File: src/rtl/alu_pkg.sv
package alu_pkg;

  typedef enum logic [1:0] {
    LF_AND   = 2'b00,
    LF_OR    = 2'b01,
    LF_XOR   = 2'b10,
    LF_PASSB = 2'b11
  } logic_fn_e;

  typedef struct packed {
    logic      inv_a;
    logic      inv_b;
    logic      cin;
    logic      sel_logic;
    logic_fn_e fn;
  } op_ctl_t;

endpackage

File: src/rtl/alu_opnd_stage.sv
module alu_opnd_stage
  import alu_pkg::*;
#(
  parameter int WIDTH = 32
) (
  input  logic             clk,
  input  logic             rst_n,
  input  logic             load,
  input  logic [WIDTH-1:0] a_in,
  input  logic [WIDTH-1:0] b_in,
  input  op_ctl_t          ctl_in,
  output logic [WIDTH-1:0] a_x,
  output logic [WIDTH-1:0] b_x,
  output op_ctl_t          ctl_q
);

  logic [WIDTH-1:0] a_q, b_q;

  always_ff @(posedge clk) begin
    if (!rst_n) begin
      a_q   <= '0;
      b_q   <= '0;
      ctl_q <= '0;
    end else if (load) begin
      a_q   <= a_in;
      b_q   <= b_in;
      ctl_q <= ctl_in;
    end
  end

  // XOR rows: conditional one's complement of each operand
  assign a_x = a_q ^ {WIDTH{ctl_q.inv_a}};
  assign b_x = b_q ^ {WIDTH{ctl_q.inv_b}};

endmodule

File: src/rtl/alu_csel_adder.sv
module alu_csel_adder #(
  parameter int WIDTH = 32,
  parameter int BLK_W = 8
) (
  input  logic [WIDTH-1:0] a,
  input  logic [WIDTH-1:0] b,
  input  logic             cin,
  output logic [WIDTH-1:0] sum,
  output logic             cout
);

  localparam int NBLK = WIDTH / BLK_W;

  logic [BLK_W:0] bsum0 [NBLK];
  logic [BLK_W:0] bsum1 [NBLK];

  // Each block precomputes its sum for both possible incoming carries
  for (genvar g = 0; g < NBLK; g++) begin : g_blk
    logic [BLK_W-1:0] xa, xb;
    assign xa       = a[g*BLK_W +: BLK_W];
    assign xb       = b[g*BLK_W +: BLK_W];
    assign bsum0[g] = {1'b0, xa} + {1'b0, xb};
    assign bsum1[g] = {1'b0, xa} + {1'b0, xb} + {{BLK_W{1'b0}}, 1'b1};
  end

  // Carry selects the precomputed block result
  always_comb begin
    logic           c;
    logic [BLK_W:0] pick;
    c   = cin;
    sum = '0;
    for (int i = 0; i < NBLK; i++) begin
      pick                   = c ? bsum1[i] : bsum0[i];
      sum[i*BLK_W +: BLK_W]  = pick[BLK_W-1:0];
      c                      = pick[BLK_W];
    end
    cout = c;
  end

  // selected blocks agree with a full-width sum
  always_comb begin
    a_r2_r3_adder_sum: assert ({cout, sum} == ({1'b0, a} + {1'b0, b} + {{WIDTH{1'b0}}, cin}))
      else $error("carry-select sum mismatch");
  end

endmodule

File: src/rtl/alu_logic_unit.sv
module alu_logic_unit
  import alu_pkg::*;
#(
  parameter int WIDTH = 32
) (
  input  logic [WIDTH-1:0] a,
  input  logic [WIDTH-1:0] b,
  input  logic_fn_e        fn,
  output logic [WIDTH-1:0] y
);

  always_comb begin
    unique case (fn)
      LF_AND:   y = a & b;
      LF_OR:    y = a | b;
      LF_XOR:   y = a ^ b;
      LF_PASSB: y = b;
      default:  y = b;
    endcase
  end

  // AND result never has a bit that OR lacks
  always_comb begin
    a_r5_and_within_or: assert (!(fn == LF_AND) || ((y & ~(a | b)) == '0))
      else $error("logic unit AND produced bit outside OR");
  end

endmodule

File: src/rtl/alu_par_core.sv
module alu_par_core
  import alu_pkg::*;
#(
  parameter int WIDTH = 32,
  parameter int BLK_W = 8
) (
  input  logic             clk,
  input  logic             rst_n,
  input  logic             in_valid,
  output logic             in_ready,
  input  logic [WIDTH-1:0] opa,
  input  logic [WIDTH-1:0] opb,
  input  logic             inv_a,
  input  logic             inv_b,
  input  logic             carry_in,
  input  logic             sel_logic,
  input  logic [1:0]       logic_fn,
  output logic             out_valid,
  input  logic             out_ready,
  output logic [WIDTH-1:0] result,
  output logic             flag_n,
  output logic             flag_z,
  output logic             flag_c,
  output logic             flag_v
);

  localparam int MSB = WIDTH - 1;

  // ---------------- stream control ----------------
  logic s1_valid;
  logic s1_adv;
  logic in_take;

  assign s1_adv   = s1_valid && (!out_valid || out_ready);
  assign in_ready = !s1_valid || s1_adv;
  assign in_take  = in_valid && in_ready;

  always_ff @(posedge clk) begin
    if (!rst_n) begin
      s1_valid  <= 1'b0;
      out_valid <= 1'b0;
    end else begin
      if (in_take)       s1_valid <= 1'b1;
      else if (s1_adv)   s1_valid <= 1'b0;
      if (s1_adv)        out_valid <= 1'b1;
      else if (out_ready) out_valid <= 1'b0;
    end
  end

  // ---------------- operand latch and inversion ----------------
  op_ctl_t          ctl_in, ctl_q;
  logic [WIDTH-1:0] a_x, b_x;

  assign ctl_in = '{inv_a: inv_a, inv_b: inv_b, cin: carry_in,
                    sel_logic: sel_logic, fn: logic_fn_e'(logic_fn)};

  alu_opnd_stage #(.WIDTH(WIDTH)) u_opnd (
    .clk    (clk),
    .rst_n  (rst_n),
    .load   (in_take),
    .a_in   (opa),
    .b_in   (opb),
    .ctl_in (ctl_in),
    .a_x    (a_x),
    .b_x    (b_x),
    .ctl_q  (ctl_q)
  );

  // ---------------- parallel datapaths ----------------
  logic [WIDTH-1:0] add_y, lgc_y, mux_y;
  logic             add_c, add_v;

  alu_csel_adder #(.WIDTH(WIDTH), .BLK_W(BLK_W)) u_add (
    .a    (a_x),
    .b    (b_x),
    .cin  (ctl_q.cin),
    .sum  (add_y),
    .cout (add_c)
  );

  alu_logic_unit #(.WIDTH(WIDTH)) u_lgc (
    .a  (a_x),
    .b  (b_x),
    .fn (ctl_q.fn),
    .y  (lgc_y)
  );

  assign add_v = (a_x[MSB] == b_x[MSB]) && (add_y[MSB] != a_x[MSB]);
  assign mux_y = ctl_q.sel_logic ? lgc_y : add_y;

  // ---------------- output register and flags ----------------
  always_ff @(posedge clk) begin
    if (!rst_n) begin
      result <= '0;
      flag_n <= 1'b0;
      flag_z <= 1'b0;
      flag_c <= 1'b0;
      flag_v <= 1'b0;
    end else if (s1_adv) begin
      result <= mux_y;
      flag_n <= mux_y[MSB];
      flag_z <= (mux_y == '0);
      if (!ctl_q.sel_logic) begin
        flag_c <= add_c;
        flag_v <= add_v;
      end
    end
  end

  // ---------------- assertions ----------------
  a_r1_ready_low_only_when_full: assert property (@(posedge clk) disable iff (!rst_n)
    !in_ready |-> (s1_valid && out_valid && !out_ready));

  a_r9_hold_under_stall: assert property (@(posedge clk) disable iff (!rst_n)
    (out_valid && !out_ready) |=> (out_valid && $stable(result) && $stable(flag_n)
                                  && $stable(flag_z) && $stable(flag_c) && $stable(flag_v)));

  a_r6_cv_kept_on_logic: assert property (@(posedge clk) disable iff (!rst_n)
    (s1_adv && ctl_q.sel_logic) |=> ($stable(flag_c) && $stable(flag_v)));

  a_r7_zero_matches_result: assert property (@(posedge clk) disable iff (!rst_n)
    out_valid |-> ((flag_z == (result == '0)) && (flag_n == result[MSB])));

  a_r4_overflow_sign_rule: assert property (@(posedge clk) disable iff (!rst_n)
    (s1_adv && !ctl_q.sel_logic && (a_x[MSB] != b_x[MSB])) |=> !flag_v);

endmodule

File: config.mk
export PLATFORM = sky130hd
export DESIGN_NAME = alu_par_core
export DESIGN_NICKNAME = d
export VERILOG_FILES = /design/src/rtl/alu_pkg.sv /design/src/rtl/alu_opnd_stage.sv /design/src/rtl/alu_csel_adder.sv /design/src/rtl/alu_logic_unit.sv /design/src/rtl/alu_par_core.sv
export SDC_FILE = /design/constraint.sdc
export NUM_CORES = 1
export LEC_CHECK = 0
export BUFFER_PORTS_ARGS = -buffer_cell sky130_fd_sc_hd__buf_2
export CAP_MARGIN = 10
export CORE_AREA = 2 2 219 113
export CTS_BUF_LIST = sky130_fd_sc_hd__clkbuf_4 sky130_fd_sc_hd__clkbuf_8 sky130_fd_sc_hd__clkbuf_16
export DETAILED_ROUTE_END_ITERATION = 8
export DIE_AREA = 0 0 221 115
export GPL_ROUTABILITY_DRIVEN = 0
export MAX_ROUTING_LAYER = met4
export PLACE_DENSITY = 0.64
export SYNTH_ARGS = -nofsm -noshare
export SYNTH_HDL_FRONTEND = slang
export SYNTH_SLANG_ARGS = --single-unit
File: constraint.sdc
create_clock -name clk -period 9.42 [get_ports clk]
set_clock_uncertainty 0.15 [all_clocks]
set_input_delay 1.413 -clock clk [delete_from_list [all_inputs] [get_ports clk]]
set_output_delay 1.413 -clock clk [all_outputs]
set_load 0.02 [all_outputs]
==> flow_summary.json <==
{
  "finalCoreUtilization_pct": 41.7,
  "clk_pin_slew_worst_paths_ps": 80,
  "die_area_sq_um": 25400,
  "initial_core_util_pct": 37.3,
  "postCtsSetupBuffers": 0,
  "clock.fmax_mhz": 159,
  "tns_ps": 0,
  "wl_mm": 25.2,
  "end_kind": "flop",
  "worstPathRequired_ps": 9600,
  "grt_pass1_wl_mm": 41.6,
  "maxCapViolCount": 0,
  "dr.pass1.iters": 6,
  "whs_path_depth": 2,
  "ant_nets": 0,
  "r2r_start": "u_opnd.ctl_q[4]",
  "drive_gt1_share_pct": 13.0,
  "stdcell_count": 1597,
  "synth_warnings": 0,
  "hp-class": "flop to flop",
  "num-fill-cells": 2438,
  "ios": 112,
  "p_leak_nw": 4.41,
  "synth_area_sq_um": 8780,
  "antenna_found_initial": 0,
  "grt_start_max_net_pins": 74,
  "core_area_sq_um": 23600,
  "clock_path_buffers": 2,
  "wl_per_cell_um": 15.8,
  "setup_ws_ps": 3130,
  "grt-ovfl-total": 0,
  "rows": 40,
  "hold_viol": 0,
  "cts-resized-gates": 0,
  "synth_nets": 1371,
  "finalCritPeriodShare_pct": 66.8,
  "worst_ir_drop_vdd_v": 0.0000783,
  "portBuffers": 111,
  "synth_area_per_cell_sq_um": 7.17,
  "n_antenna_cell": 0,
  "synth_edf_count": 0,
  "drcViolationCount": 0,
  "regToRegEndpoint": "flag_z",
  "worst_hold_path.endpoint": "result[17]",
  "slew_violations": 0,
  "min_from": "result[17]",
  "grt_setup_unrepaired": "false",
  "ys.flop_type": "dfxtp_1",
  "drt_iter0_drc": 824,
  "synth_most_common_cell": "nand2_1",
  "power.density_nw_per_um2": 156,
  "cts_made_buffers": 9,
  "crit_arrival_ps": 6470,
  "via_per_inst": 5.36,
  "post-synth-top-area-fraction_pct": 24.4,
  "max-slew-margin-rel_pct": 23.6,
  "startpoint_type": "flop",
  "clk_latency_ps": 380,
  "netlist_instances": 1225,
  "grt_usage_pct": 21.0,
  "worst_r2r_path_depth": 16,
  "hold_buffers": 0,
  "dieWidth_um": 221,
  "setup_viol": 0,
  "via_count": 8564,
  "dp.cells": 1581,
  "async_reset_ff_share_pct": 0,
  "ys_ff_latch": 107,
  "p_total_mw": 1.53,
  "dpl_cell_area_sq_um": 9510,
  "holdWs_ps": 303,
  "status": "complete, no violations",
  "final_area_sq_um": 9830,
  "worst_pin_slew_ps": 1140,
  "cts.sinks": 107,
  "grt_pass1_vias": 7769,
  "cts_max_level": 3,
  "fin_crit_ps": 6290,
  "synthTopCellsByCount": "nand2_1 (262), a21oi_1 (137), dfxtp_1 (107)",
  "area_growth_pct": 11.9,
  "nNetsFinal": 1423,
  "ys_seq_area_share_pct": 24.4,
  "path_class": "flop to flop",
  "dpl.hpwl_mm": 18.9,
  "dp_slack_ps": 3300,
  "critPathMaxFanout": 18,
  "root_buffer": "clkbuf_16",
  "synth_area_leaders": "dfxtp_1 (24%), nand2_1 (11%), ha_1 (9.7%)",
  "synth_cell_type_count": 67,
  "tritoncts": "yes",
  "ff2ff_setup_slack_ps": 3130,
  "fp.dieH_um": 115,
  "synth_area_leader_cell": "dfxtp_1"
}
==> worst max path at each step <==
stage / startpoint / endpoint / slack (ps) / cells past startpoint
2_1_floorplan: u_opnd.ctl_q[5] / flag_z / 4020 / 19
3_3_place_gp: u_opnd.ctl_q[4] / flag_z / 3430 / 16
3_5_place_dp: u_opnd.ctl_q[4] / flag_z / 3300 / 16
4_1_cts: u_opnd.ctl_q[4] / flag_z / 3290 / 16
5_1_grt: u_opnd.ctl_q[4] / flag_z / 2750 / 16
6_report: u_opnd.ctl_q[4] / flag_z / 3130 / 16
==> layer usage <==
layer  part of all wire, %  up-vias  track usage, %
li1                      -     4305               -
met1                    53     3918            31.7
met2                    37      321            28.0
met3                   8.5       20            4.98
met4                  0.97        0            3.40
met5                     0        -               -
==> state kept, by name (all words and copies together) (netlist names) <==
signal / flops
out_valid: 1
s1_valid: 1
result: 32
u_opnd.ctl_q: 6
flag_c: 1
flag_v: 1
flag_z: 1
u_opnd.a_q: 32
u_opnd.b_q: 32
==> cell type report <==
| cell class | instances | area [sq um] | share of cell area, % |
|---|---|---|---|
| inverter | 84 | 315 | 3.21 |
| sequential | 107 | 2150 | 21.9 |
| tap | 315 | 394 | 4.01 |
| clock inverter | 7 | 95.1 | 0.967 |
| timing repair buffer | 123 | 646 | 6.57 |
| multi-input combinational | 952 | 6010 | 61.1 |
| clock buffer | 9 | 225 | 2.29 |
==> cells in the final DEF, fill, tap and decap left out, types with 19 or more instances in the layout <==
cell type	n
a211oi_1	19
a21oi_1	137
buf_2	111
dfxtp_1	102
ha_1	68
inv_1	83
nand2_1	261
nand3_1	25
nor2_1	57
nor3_1	19
o211ai_1	36
o21ai_0	59
xnor2_1	52
xor2_1	46
==> cells by family after synthesis <==
family          synth area share (%)
compound gates                  22.7
buf+inv                         7.31
mux                             2.58
xor+xnor                        10.2
simple gates                    22.2
fa+ha+maj                       10.6
flops                           24.4
==> critical path: stages (launching register included) <==
cell and delay, ps:
dfxtp_2 610, buf_4 440, xor2_1 160, ha_1 270
fa_1 440, and3_1 240, o21ai_0 240, nand4_1 250
nor4b_2 780, a211o_1 310, a21o_1 550, xnor3_1 320
o21ai_0 100, nor4_1 370, nand4_1 190, a2111oi_0 600
a31o_1 220
==> report_power, final <==
part / switching (mW) / internal (mW) / total (mW)
clock: 0.201 / 0.215 / 0.416
sequential: 0.0269 / 0.482 / 0.509
combinational: 0.381 / 0.228 / 0.609
No activity file was read; power rests on OpenSTA's default activity.
